[src/rtl/misc_alias_pkg.sv]
package misc_alias_pkg;

  typedef enum logic [2:0] {
    WR_NONE  = 3'd0,
    WR_LOAD  = 3'd1,
    WR_AND   = 3'd2,
    WR_OR    = 3'd3,
    WR_CLEAR = 3'd4
  } wr_op_e;

  typedef struct packed {
    wr_op_e wr_op;
    logic   rd_hit;
    logic   is_read;
    logic   unimpl;
  } decode_t;

endpackage

[src/rtl/misc_alias_rstsync.sv]
module misc_alias_rstsync #(
  parameter int STAGES = 2
) (
  input  logic clk,
  input  logic rst_n,
  output logic rst_sync_n
);
  logic [STAGES-1:0] chain_q;

  always_ff @(posedge clk or negedge rst_n) begin
    if (!rst_n) chain_q <= '0;
    else        chain_q <= {chain_q[STAGES-2:0], 1'b1};
  end

  assign rst_sync_n = chain_q[STAGES-1];
endmodule

[src/rtl/misc_alias_decode.sv]
module misc_alias_decode
  import misc_alias_pkg::*;
#(
  parameter int VARIANT = 0,
  parameter int ADDR_W  = 24
) (
  input  logic              req_valid,
  input  logic              req_write,
  input  logic [ADDR_W-1:0] req_addr,
  input  logic [3:0]        req_size,
  output decode_t           dec
);
  localparam int WORD_W = ADDR_W - 3;
  localparam logic [WORD_W-1:0] OFF_BASE = (VARIANT == 0) ? WORD_W'(32'h4020) : WORD_W'(32'h6080);
  localparam logic [WORD_W-1:0] OFF_ALT1 = OFF_BASE + WORD_W'(1);
  localparam logic [WORD_W-1:0] OFF_ALT2 = OFF_BASE + WORD_W'(2);

  logic [WORD_W-1:0] word;
  logic              shape_ok;
  wr_op_e            alt1_op;

  assign word     = req_addr[ADDR_W-1:3];
  assign shape_ok = (req_size == 4'd8) && (req_addr[2:0] == 3'b000);

  generate
    if (VARIANT == 0) begin : g_var_and
      assign alt1_op = WR_AND;
    end else begin : g_var_clear
      assign alt1_op = WR_CLEAR;
    end
  endgenerate

  always_comb begin
    dec = '{wr_op: WR_NONE, rd_hit: 1'b0, is_read: 1'b0, unimpl: 1'b0};
    if (req_valid) begin
      dec.is_read = !req_write;
      if (!shape_ok) begin
        dec.unimpl = 1'b1;
      end else if (word == OFF_BASE) begin
        if (req_write) dec.wr_op  = WR_LOAD;
        else           dec.rd_hit = 1'b1;
      end else if (word == OFF_ALT1 && req_write) begin
        dec.wr_op = alt1_op;
      end else if (word == OFF_ALT2 && req_write) begin
        dec.wr_op = WR_OR;
      end else begin
        dec.unimpl = 1'b1;
      end
    end
  end
endmodule

[src/rtl/misc_alias_update.sv]
module misc_alias_update
  import misc_alias_pkg::*;
#(
  parameter int DATA_W = 64,
  parameter int KEEP_W = 16
) (
  input  wr_op_e            wr_op,
  input  logic [DATA_W-1:0] cur,
  input  logic [DATA_W-1:0] wdata,
  output logic              store_en,
  output logic [DATA_W-1:0] store_val
);
  localparam logic [DATA_W-1:0] KEEP_MASK = ~({DATA_W{1'b1}} >> KEEP_W);

  logic [DATA_W-1:0] raw;

  always_comb begin
    store_en = 1'b1;
    unique case (wr_op)
      WR_LOAD:  raw = wdata;
      WR_AND:   raw = cur & wdata;
      WR_OR:    raw = cur | wdata;
      WR_CLEAR: raw = '0;
      default: begin
        raw      = cur;
        store_en = 1'b0;
      end
    endcase
    store_val = raw & KEEP_MASK;
  end
endmodule

[src/rtl/misc_alias_regs.sv]
module misc_alias_regs
  import misc_alias_pkg::*;
#(
  parameter int DATA_W = 64
) (
  input  logic              clk,
  input  logic              rst_sync_n,
  input  decode_t           dec,
  input  logic              store_en,
  input  logic [DATA_W-1:0] store_val,
  output logic [DATA_W-1:0] value_q,
  output logic              irq_q,
  output logic              rsp_q,
  output logic [DATA_W-1:0] rdata_q,
  output logic              unimpl_q
);
  logic [DATA_W-1:0] rdata_d;
  logic              irq_d;

  always_comb begin
    rdata_d = dec.rd_hit ? value_q : '0;
    irq_d   = store_en ? store_val[DATA_W-1] : irq_q;
  end

  always_ff @(posedge clk or negedge rst_sync_n) begin
    if (!rst_sync_n) begin
      value_q <= '0;
      irq_q   <= 1'b0;
    end else if (store_en) begin
      value_q <= store_val;
      irq_q   <= irq_d;
    end
  end

  always_ff @(posedge clk or negedge rst_sync_n) begin
    if (!rst_sync_n) begin
      rsp_q    <= 1'b0;
      rdata_q  <= '0;
      unimpl_q <= 1'b0;
    end else begin
      rsp_q    <= dec.is_read;
      rdata_q  <= rdata_d;
      unimpl_q <= dec.unimpl;
    end
  end
endmodule

[src/rtl/misc_alias_reg.sv]
module misc_alias_reg
  import misc_alias_pkg::*;
#(
  parameter int VARIANT = 0,
  parameter int DATA_W  = 64,
  parameter int ADDR_W  = 24,
  parameter int KEEP_W  = 16
) (
  input  logic              clk,
  input  logic              rst_n,
  input  logic              req_valid,
  input  logic              req_write,
  input  logic [ADDR_W-1:0] req_addr,
  input  logic [3:0]        req_size,
  input  logic [DATA_W-1:0] req_wdata,
  output logic              req_ready,
  output logic              rsp_valid,
  output logic [DATA_W-1:0] rsp_rdata,
  output logic              irq_o,
  output logic              unimpl_o
);
  logic              rst_sync_n;
  decode_t           dec;
  logic              store_en;
  logic [DATA_W-1:0] store_val;
  logic [DATA_W-1:0] stored_val;

  misc_alias_rstsync #(.STAGES(2)) u_rst (
    .clk        (clk),
    .rst_n      (rst_n),
    .rst_sync_n (rst_sync_n)
  );

  misc_alias_decode #(.VARIANT(VARIANT), .ADDR_W(ADDR_W)) u_dec (
    .req_valid (req_valid),
    .req_write (req_write),
    .req_addr  (req_addr),
    .req_size  (req_size),
    .dec       (dec)
  );

  misc_alias_update #(.DATA_W(DATA_W), .KEEP_W(KEEP_W)) u_upd (
    .wr_op     (dec.wr_op),
    .cur       (stored_val),
    .wdata     (req_wdata),
    .store_en  (store_en),
    .store_val (store_val)
  );

  misc_alias_regs #(.DATA_W(DATA_W)) u_regs (
    .clk        (clk),
    .rst_sync_n (rst_sync_n),
    .dec        (dec),
    .store_en   (store_en),
    .store_val  (store_val),
    .value_q    (stored_val),
    .irq_q      (irq_o),
    .rsp_q      (rsp_valid),
    .rdata_q    (rsp_rdata),
    .unimpl_q   (unimpl_o)
  );

  assign req_ready = rst_sync_n;
endmodule

[config.mk]
export PLATFORM = sky130hd
export DESIGN_NAME = misc_alias_reg
export DESIGN_NICKNAME = d
export VERILOG_FILES = /design/src/rtl/misc_alias_pkg.sv /design/src/rtl/misc_alias_rstsync.sv /design/src/rtl/misc_alias_decode.sv /design/src/rtl/misc_alias_update.sv /design/src/rtl/misc_alias_regs.sv /design/src/rtl/misc_alias_reg.sv
export SDC_FILE = /design/constraint.sdc
export NUM_CORES = 1
export LEC_CHECK = 0
export BUFFER_PORTS_ARGS = -buffer_cell sky130_fd_sc_hd__buf_4
export CAP_MARGIN = 20
export CORE_MARGIN = 2
export CORE_UTILIZATION = 35
export CTS_BUF_LIST = sky130_fd_sc_hd__clkbuf_4 sky130_fd_sc_hd__clkbuf_8 sky130_fd_sc_hd__clkbuf_16
export DETAILED_ROUTE_END_ITERATION = 6
export GPL_TIMING_DRIVEN = 0
export MAX_ROUTING_LAYER = met4
export PLACE_DENSITY_LB_ADDON = 0.12
export SKIP_LAST_GASP = 1
export SLEW_MARGIN = 40
export SYNTH_ARGS = -nofsm -noshare
export SYNTH_HDL_FRONTEND = slang
export SYNTH_HIERARCHICAL = 1
export SYNTH_SLANG_ARGS = --single-unit
[constraint.sdc]
create_clock -name clk -period 5.59 [get_ports clk]
set_input_delay 0.8385 -clock clk [delete_from_list [all_inputs] [get_ports clk]]
set_output_delay 0.8385 -clock clk [all_outputs]
set_load 0.05 [all_outputs]
# [Word-level counts from Yosys, hierarchy flattened]
# Index checks and enable logic that the tools add are counted.
# Widths: inputs -> output; s select.
[op_classes] mux=15 n_bitwise=2 n_reduce_logical=8 eq_ne=8
[ops] operator="$pmux 64 s4" count=1
[ops] operator="$and 64x64->64" count=1
[ops] operator="$mux 64" count=1
[ops] operator="$or 64x64->64" count=1
[ops] operator="$eq 21x15->1 const B" count=3
[ops] operator="$mux 1" count=8
[ops] operator="$eq 3x2->1 const B" count=2
[ops] operator="$mux 3" count=2
[ops] operator="$mux 6" count=1
[ops] operator="$eq 4x4->1 const B" count=1
[ops] operator="$mux 4" count=1
[ops] operator="$reduce_bool 4->1" count=1
[ops] operator="$reduce_or 4->1" count=1
[ops] operator="$eq 3x1->1 const B" count=1
[ops] operator="$eq 3x3->1 const B" count=1
[ops] operator="$logic_and 1x1->1" count=3
[ops] operator="$logic_not 3->1" count=1
[ops] operator="$mux 2" count=1
[ops] operator="$reduce_and 2->1" count=1
[ops] operator="$logic_not 1->1" count=1
[totals] regBits=84 inputBits=96 wordCells=39

# [Longest topological paths before layout]
# Gate-level depths: netlist of run 1.
[depth] word_depth=11 mapped_depth=9 depth_no_buf=7

# [By module]
# The synthesis of run 1 kept the hierarchy.
[by_module_without_submodules] module="misc_alias_regs" n_inst=1 cells_per_inst=272 area_each_um2=4760.8
[by_module_without_submodules] module="misc_alias_update" n_inst=1 cells_per_inst=143 area_each_um2=964.7
[by_module_without_submodules] module="misc_alias_decode" n_inst=1 cells_per_inst=23 area_each_um2=157.7
[by_module_without_submodules] module="misc_alias_rstsync" n_inst=1 cells_per_inst=3 area_each_um2=53.8

# [Worst setup path after synthesis of run 1]
# Ideal clock, no wire load.
[synth_path] path_kind="register to output" start="register u_rst.chain_q[1]" end="output port req_ready" n_path_buf=0 setup_slack_ns=1.354 path_stages_with_launch=1 arrival_ns=3.397 required_ns=4.752 cell_sequence="dfrtp_1"
[synth_lines] item="start: declaration" line_no="misc_alias_rstsync.sv:8" rtl="logic [STAGES-1:0] chain_q;"
[synth_lines] item="start signal: assignment" line_no="misc_alias_rstsync.sv:12" rtl="else chain_q <= {chain_q[STAGES-2:0], 1'b1};"
[synth_lines] item="end: declaration" line_no="misc_alias_reg.sv:16" rtl="output logic req_ready,"
# No word-level cell between the ends.

==> out/metrics.yaml, run 1 <==
power:
  ir_drop_mv: 0.208
  power.density_nw_per_um2: 310
  leakagePower_nw: 4.10
route:
  dr.pass1.iters: 4
  routed-via-count: 3646
  ant_nets: 0
  drt_iter0_markers: 112
  routed_wl_mm: 11.4
  vias_per_cell: 4.24
  wl_per_cell_um: 13.3
  drc: 0
clocking:
  cts_max_level: 4
  cts_buffers: 17
  cts_resized: 0
  hold_buffers: 0
  postCtsSetupBuffers: 0
  numClockSinks: 132
  worstSkewPairLatency_ps: 410
  cts_tree: "built"
  cts_root_buf: "clkbuf_16"
  clockBufferDepth: 2
  clkTransAtPathRegs_ps: 60
global_routing:
  antenna_found_initial: 0
  overflow: 0
  grt_max_degree: 43
  grt_pass1_wl_mm: 19.4
  grt_usage_pct: 14.3
  grt_pass1_vias: 3902
run:
  cap_viol_max_count: 0
timing:
  hold_violations: 0
  period_needed_ps: 2750
  slew_violations: 0
  rsz0062_at_grt: "no"
  period_share_pct: 49.2
  fmax_ghz: 0.364
  clock_skew_ps: 7.29
  setup_viol: 0
  max_slew_margin_pct: 61.7
  tightestPinTransition_ps: 570
critical_path:
  crit_fanout: 10
  arrival_ps: 3050
  required_ps: 5890
  r2r_slack_ps: 4380
  r2r_start: "u_regs/value_q[63]"
  critPathLaunchType: "input pin"
  r2r_cells: 4
  path_class: "in2reg"
  regToRegEndpoint: "u_regs/value_q[63]"
  cp-end-kind: "flop"
final_layout:
  drive_gt1_share_pct: 45.6
  seqCellArea_um2: 3310
  multi_input_area_um2: 2210
  synthToLayoutAreaGrowth_pct: 35.4
  final_core_util_pct: 48.5
  final_cell_mix: "buf_4, dfrtp_1, and2_1"
  nets: 723
  nFillCells: 1534
  num_antenna_cells: 0
  design_area_um2: 8040
  layout_commonest_cell: "buf_4"
synth:
  synth_fa_ha_area_share_pct: 0.169
  synth_simple_gate_area_share_pct: 11.1
  avgSynthCellArea_um2: 13.5
  ys_seq_area_share_pct: 55.6
  yosys_warnings: 6
  synth_edf_count: 0
  synthCells: 441
  ys_types: 31
  ys_ff_latch: 132
  synth_area_leaders: "dfrtp_1, mux2_4, and2_1, buf_4, o21ai_0"
  synth_top_family_by_area: "multiplexers"
  synth-xor-area-share_pct: 0.295
  syn_area_um2: 5940
  async_reset_ff_share_pct: 100
  ys.flop_type: "dfrtp_1"
  yosysTopAreaCell: "dfrtp_1"
  synth-compound-area-share_pct: 6.47
  synth.area.mux_share_pct: 15.9
  synth_top_cell_area_share_pct: 55.6
die:
  start_util_pct: 35.8
  fp.coreArea_um2: 16600
  ios: 164
  die_w_um: 134
  die_area_um2: 18000
  num_rows: 47
  die_h_um: 134
run_status:
  status: "finished clean"
placed_design:
  dp_hpwl_mm: 8.07
  gp_congestion: 0.792
  post_dp_cell_area_um2: 7330
  numPortBuffers: 115
hold_path:
  hold_path_class: "in2async"
-- critical path, cell delays in order --
cell and delay, ps:
buf_4 110, nor4b_2 270, nand4_1 250, nor4_2 540, nor2_1 130, xnor2_1 190
buf_6 220, buf_12 180, mux2_4 310
-- sequential cells by signal (all words and copies together), names as in the netlist --
register and count:
u_regs/rdata_q 64, u_regs/value_q 64, u_rst/chain_q 2, u_regs/rsp_q 1
u_regs/unimpl_q 1
-- cell usage after synthesis, drive strengths merged (3+ instances only) --
| library cell | instances |
|---|---|
| nor2 | 3 |
| nor4 | 6 |
| inv | 3 |
| conb | 3 |
| a22oi | 16 |
| clkbuf | 6 |
| nand2b | 4 |
| nor2b | 16 |
| nor4b | 3 |
| mux2 | 64 |
| buf | 65 |
| o21ai | 48 |
| and2 | 64 |
| dfrtp | 132 |
-- metrics by stage --
step	hold slack, ps	setup WS [ps]	TNS (ps)	cells	total power [mW]
3_3_place_gp	336	-175	-175	823	1.21
6_report	199	2840	0	860	2.49
2_1_floorplan	331	1230	0	488	1.16
4_1_cts	174	2580	0	860	2.53
3_5_place_dp	217	2140	0	828	1.22
5_1_grt	171	2610	0	860	2.61
-- final cells by class --
type,count,area share (%)
flip-flops and latches,132,41.1
multi-input cells,282,27.5
repair buffers,120,11.6
plain buffers,71,7.42
clock buffers,21,5.98
well taps,220,3.42
clock inverters,11,2.71
inverters,3,0.140
-- kinds of logic after synthesis --
group / Yosys count
other: 3
adder cells (fa/ha/maj): 1
AND/OR/NAND/NOR: 100
buffers and inverters: 74
flip-flops: 132
XOR/XNOR: 2
AO/OA/AOI/OAI: 65
multiplexers: 64
-- worst max-delay path by stage --
stage / from / to
2_1_floorplan: u_rst/chain_q[1] / u_regs/rdata_q[0]
3_3_place_gp: u_rst/chain_q[1] / req_ready
3_5_place_dp: req_addr[20] / u_regs/value_q[10]
4_1_cts: req_addr[20] / u_regs/value_q[50]
5_1_grt: req_addr[20] / u_regs/value_q[52]
6_report: req_addr[12] / u_regs/value_q[58]
-- per-layer routing --
| metal | track usage, % | wire length, µm |
|---|---|---|
| met5 | - | 0 |
| met1 | 16.8 | 4980 |
| met4 | 5.96 | 213 |
| met3 | 4.76 | 655 |
| met2 | 22.6 | 5550 |
-- where the power goes --
part           internal (mW)  leakage, nW  total (mW)  switching (mW)
combinational          0.118         2.03       0.190          0.0716
sequential             0.993         1.73        1.01          0.0209
clock                  0.886        0.336        1.29           0.405
(Power assumes the default switching activity.)
==> inputs of run 2 (changes only) <==
clock period = 2.45 ns   (was 5.59 ns; I/O delays follow)
==> out/metrics.yaml, run 2 (same netlist as run 1, synthesis figures left out) <==
global_routing:
  grt_usage_pct: 13.8  # -0.52 points
  overflow: 0  # unchanged
  grt_pass1_vias: 3738  # -4.2%
  antenna_found_initial: 0  # unchanged
  grt_pass1_wl_mm: 18.5  # -4.2%
  grt_max_degree: 46  # +7.0%
route:
  routed_wl_mm: 11.3  # -0.54%
  drc: 0  # unchanged
  ant_nets: 0  # unchanged
  wl_met2_mm: 5.60  # +0.90%
  wl_per_cell_um: 13.1  # -0.89%
  top_layer_used: "met4"
  dr.pass1.iters: 4  # unchanged
  wl_met1_mm: 4.98  # -0.10%
  wl_met3_um: 560  # -15%
  routed-via-count: 3650  # +0.11%
  vias_per_cell: 4.23  # -0.24%
  drt_iter0_markers: 152  # +36%
clocking:
  worstSkewPairLatency_ps: 420  # about the same
  cts_tree: "built"
  clockBufferDepth: 2  # unchanged
  cts_max_level: 4  # unchanged
  cts_root_buf: "clkbuf_16"
  clkTransAtPathRegs_ps: 60  # about the same
  cts_buffers: 17  # unchanged
  numClockSinks: 132  # unchanged
power:
  p_total_mw: 5.64  # +130%
  p_seq_share_pct: 41.0  # +0.4 points
  swShare_pct: 20.5  # +0.53 points
  switchingPower_mw: 1.15  # +130%
  ir_drop_mv: 0.483  # +130%
  leakagePower_nw: 4.11  # +0.27%
  power_frac_clock_pct: 51.3  # -0.5 points
  power.density_nw_per_um2: 700  # +130%
  intPower_mw: 4.48  # +120%
  combinationalPowerShare_pct: 7.7  # about the same
critical_path:
  arrival_ps: 2550  # -500 ps
  required_ps: 2750  # -3140 ps
  crit_fanout: 10  # unchanged
  path_class: "in2reg"
  cp-end-kind: "flop"
  critPathLaunchType: "input pin"
  r2r_slack_ps: 1270  # -3110 ps
  crit_start: "req_addr[10]"
  r2r_start: "u_regs/value_q[63]"
  regToRegEndpoint: "u_regs/value_q[63]"
  setup.worst_path.end: "u_regs/value_q[55]"
  r2r_cells: 4  # unchanged
placed_design:
  gp_congestion: 0.760  # -4.0%
  dp_hpwl_mm: 7.79  # -3.6%
  dp.cells: 828  # unchanged
  numPortBuffers: 115  # unchanged
timing:
  clock_skew_ps: 6.11  # -1.18 ps
  setup_viol: 0  # unchanged
  fmax_ghz: 0.445
  slew_violations: 0  # unchanged
  period_share_pct: 91.8
  hold_violations: 0  # unchanged
  period_needed_ps: 2250
final_layout:
  final_cells: 863  # +0.35%
  layout_commonest_cell: "buf_4"
  num_antenna_cells: 0  # unchanged
  top_regs: "u_regs/rdata_q (64), u_regs/value_q (64), u_rst/chain_q (2)"
  synthToLayoutAreaGrowth_pct: 35.6
  drive_gt1_share_pct: 45.7  # +0.098 points
  nets: 727  # +0.55%
  final_cell_mix: "buf_4, dfrtp_1, and2_1"
die:
  start_util_pct: 35.8  # unchanged
  fp.coreArea_um2: 16600  # unchanged
  die_area_um2: 18000  # unchanged
  die_w_um: 134  # unchanged
  num_rows: 47  # unchanged
  die_h_um: 134  # unchanged
  ios: 164  # unchanged
run:
  cap_viol_max_count: 0  # unchanged
hold_path:
  hold_path_class: "in2reg"
run_status:
  status: "finished clean"
[run 2: cell count changes in the layout (fill, tap and decap cells not counted), sizes merged]
cell / delta
clkinv: +1
clkbuf: -2
dlygate4sd3: +1
buf: +3
[run 2: worst min-delay path by stage]
stage / from / to / slack (ps) / cells past startpoint
floorplan: rst_n / u_rst/chain_q[0] / 70 / 0
global placement: rst_n / u_rst/chain_q[0] / 150 / 1
detailed placement: rst_n / u_rst/chain_q[0] / 150 / 1
CTS: req_write / u_regs/rsp_q / 110 / 2
global route: req_write / u_regs/rsp_q / 120 / 2
finish: req_write / u_regs/rsp_q / 140 / 2
[run 2: final cells by class]
cell class	instances	area [µm²]
plain buffers	71	597
multi-input cells	282	2220
well taps	220	275
repair buffers	124	966
clock buffers	19	447
clock inverters	12	226
fillers	1524	8530
flip-flops and latches	132	3310
inverters	3	11.3
[run 2: what timing repair did]
action	4_1_cts	5_1_grt
buffers inserted	0	3
hold endpoints to repair	2	0
resized for setup	0	1
hold buffers	1	0
setup endpoints to repair	0	60
[run 2: power groups by stage]
stage | logic, mW | registers, mW | clock network, mW
detailed placement | 0.429 | 2.35 | 0
global route | 0.475 | 2.32 | 3.06
floorplan | 0.279 | 2.37 | 0
CTS | 0.431 | 2.32 | 2.96
finish | 0.434 | 2.31 | 2.89
global placement | 0.371 | 2.38 | 0
[run 2: critical path, cell delays in order]
cell     delay (ps)
buf_4           110
nor4b_1         340
nand3_1         240
nor4_1          280
buf_4           220
nor2_1           60
xnor2_1         190
buf_6           240
buf_12          180
mux2_4          310
[run 2: stage by stage]
stage | instance area [µm²] | utilization, % | setup WS, ps | hold slack (ps) | setup TNS (ps)
floorplan | 6120 | - | 31.1 | 71.9 | 0
global placement | 7260 | 43.8 | -1370 | 150 | -163900
detailed placement | 7340 | 44.3 | -325 | 152 | -19510
CTS | 8020 | 48.4 | 121 | 113 | 0
global route | 8050 | 48.6 | -4.12 | 118 | -10.0
finish | 8050 | 48.6 | 201 | 140 | 0
[run 2: layer usage]
metal | track usage (%) | up-vias
li1 | - | 1772
met1 | 16.8 | 1751
met2 | 21.4 | 107
met3 | 4.50 | 20
met4 | 5.32 | 0
met5 | - | -
==> inputs of run 3 (changes only) <==
CTS_BUF_LIST = sky130_fd_sc_hd__clkbuf_8   (was sky130_fd_sc_hd__clkbuf_4 sky130_fd_sc_hd__clkbuf_8 sky130_fd_sc_hd__clkbuf_16)
==> out/metrics.yaml, run 3 (same netlist as run 1, synthesis figures left out) <==
clocking:
  cts_tree: "built"
  numClockSinks: 132  # unchanged
  clkTransAtPathRegs_ps: 70  # about the same
  clockBufferDepth: 2  # unchanged
  cts_max_level: 4  # unchanged
  worstSkewPairLatency_ps: 450  # +30 ps
  cts_buffers: 17  # unchanged
  cts_root_buf: "clkbuf_8"
power:
  intPower_mw: 3.87  # -14%
  switchingPower_mw: 1.07  # -7.3%
  leakagePower_nw: 4.02  # -2.1%
  ir_drop_mv: 0.335  # -31%
  power.density_nw_per_um2: 628  # -10%
  p_seq_share_pct: 46.7  # +5.7 points
  power_frac_clock_pct: 44.4  # -6.9 points
  combinationalPowerShare_pct: 8.9  # +1.2 points
  p_total_mw: 4.94  # -12%
  swShare_pct: 21.7  # +1.2 points
critical_path:
  cp-end-kind: "flop"
  arrival_ps: 2560  # about the same
  cp_slowest_cell: "nor4b_1"
  regToRegEndpoint: "u_regs/value_q[63]"
  r2r_start: "u_regs/value_q[63]"
  path_class: "in2reg"
  required_ps: 2770  # +20 ps
  crit_fanout: 10  # unchanged
  crit_top_cell: "buf_4"
  r2r_cells: 4  # unchanged
  critPathMaxStageDelay_ps: 340  # about the same
  path_cells: "buf_4 -> nor4b_1 -> nand3_1 -> nor4_1 -> buf_4 -> nor2_1 -> xnor2_1 -> buf_6 -> buf_12 -> mux2_4"
  critPathLaunchType: "input pin"
  r2r_slack_ps: 1270  # about the same
global_routing:
  grt_pass1_wl_mm: 18.4  # -0.71%
  grt_max_degree: 46  # unchanged
  grt_usage_pct: 13.7  # -0.076 points
  overflow: 0  # unchanged
  grt_pass1_vias: 3692  # -1.2%
  antenna_found_initial: 0  # unchanged
final_layout:
  final_cell_mix: "buf_4, dfrtp_1, and2_1"
  drive_gt1_share_pct: 45.6  # -0.16 points
  top_regs: "u_regs/rdata_q (64), u_regs/value_q (64), u_rst/chain_q (2)"
  layout_commonest_cell: "buf_4"
  nFillCells: 1555  # +2.0%
  synthToLayoutAreaGrowth_pct: 32.4
  num_antenna_cells: 0  # unchanged
  final_core_util_pct: 47.4  # -1.2 points
  nets: 727  # unchanged
  final_cells: 863  # unchanged
placed_design:
  dp_hpwl_mm: 7.79  # unchanged
  gp_congestion: 0.760  # unchanged
  place_ws_ps: -325  # unchanged
  numPortBuffers: 115  # unchanged
  dp.cells: 828  # unchanged
route:
  ant_nets: 0  # unchanged
  vias_per_cell: 4.22  # -0.30%
  dr.pass1.iters: 4  # unchanged
  drt_iter0_markers: 168  # +11%
  drc: 0  # unchanged
  wl_per_cell_um: 13.2  # +0.17%
  routed-via-count: 3639  # -0.30%
  routed_wl_mm: 11.4  # +0.17%
timing:
  slew_violations: 0  # unchanged
  hold_violations: 0  # unchanged
  fmax_ghz: 0.447  # +0.61%
  rsz0062_at_grt: "no"
  fin_ws_ps: 215  # +13.7 ps
  period_share_pct: 91.2  # -0.56 points
  setup_viol: 0  # unchanged
  period_needed_ps: 2240  # -13.7 ps
  fin_tns_setup_ps: 0  # unchanged
  clock_skew_ps: 11.4  # +5.31 ps
die:
  fp.coreArea_um2: 16600  # unchanged
  start_util_pct: 35.8  # unchanged
  die_w_um: 134  # unchanged
  ios: 164  # unchanged
  die_h_um: 134  # unchanged
  die_area_um2: 18000  # unchanged
  num_rows: 47  # unchanged
hold_path:
  holdCritStartpoint: "req_write"
  hold_end: "u_regs/rsp_q"
  hold_depth: 2  # unchanged
  hold_path_class: "in2reg"
run_status:
  status: "finished clean"
run:
  cap_viol_max_count: 0  # unchanged
==> run 3: changes by cell type in the layout (fill, tap and decap cells not counted) <==
cell and delta:
clkbuf_8 +17, clkbuf_4 -1, buf_6 +1, buf_4 -1, inv_1 +1, clkbuf_16 -17
==> run 3: how the worst max path moves through the flow <==
stage | from | slack [ps] | to
floorplan | u_rst/chain_q[1] | 30 | u_regs/rdata_q[0]
global placement | req_addr[20] | -1370 | u_regs/rdata_q[50]
detailed placement | req_addr[10] | -320 | u_regs/value_q[10]
CTS | u_rst/chain_q[1] | 80 | req_ready
global route | req_addr[10] | 20 | u_regs/value_q[5]
finish | req_addr[10] | 210 | u_regs/value_q[5]
==> run 3: critical path, delay by kind of cell <==
family / cells / cell delay, ps
xor+xnor: 1 / 190
mux: 1 / 310
buf+inv: 4 / 760
simple gates: 4 / 920
==> run 3: power groups by stage <==
| stage | sequential [mW] | combinational (mW) | clock [mW] |
|---|---|---|---|
| 5_1_grt | 2.32 | 0.479 | 2.36 |
| 4_1_cts | 2.31 | 0.431 | 2.27 |
| 6_report | 2.31 | 0.438 | 2.20 |
| 3_5_place_dp | 2.35 | 0.429 | 0 |
| 3_3_place_gp | 2.38 | 0.371 | 0 |
| 2_1_floorplan | 2.37 | 0.279 | 0 |
==> run 3: stage by stage <==
step	instance area (µm²)	hold slack [ps]
finish	7860	104
global route	7860	72.5
CTS	7830	64.8
detailed placement	7340	152
global placement	7260	150
floorplan	6120	71.9
==> run 3: per-layer routing <==
layer	GRT usage (%)	up-vias	share of wire, %
met3	4.50	19	5.4
li1	-	1769	-
met1	16.4	1742	43
met5	-	-	0
met4	5.50	0	2.0
met2	21.5	109	50
==> run 3: final cells by class <==
type / count / area, µm² / area share (%)
well taps: 220 / 275 / 3.50
inverters: 3 / 11.3 / 0.143
multi-input cells: 282 / 2220 / 28.3
clock buffers: 18 / 248 / 3.15
flip-flops and latches: 132 / 3310 / 42.1
clock inverters: 13 / 230 / 2.93
plain buffers: 71 / 597 / 7.59
repair buffers: 124 / 970 / 12.3
==> run 3: timing repair <==
item	4_1_cts	5_1_grt
gates resized for setup	0	1
endpoints found under the setup margin	0	58
setup buffers	0	3
endpoints found under the hold margin	2	0
hold buffers	1	0
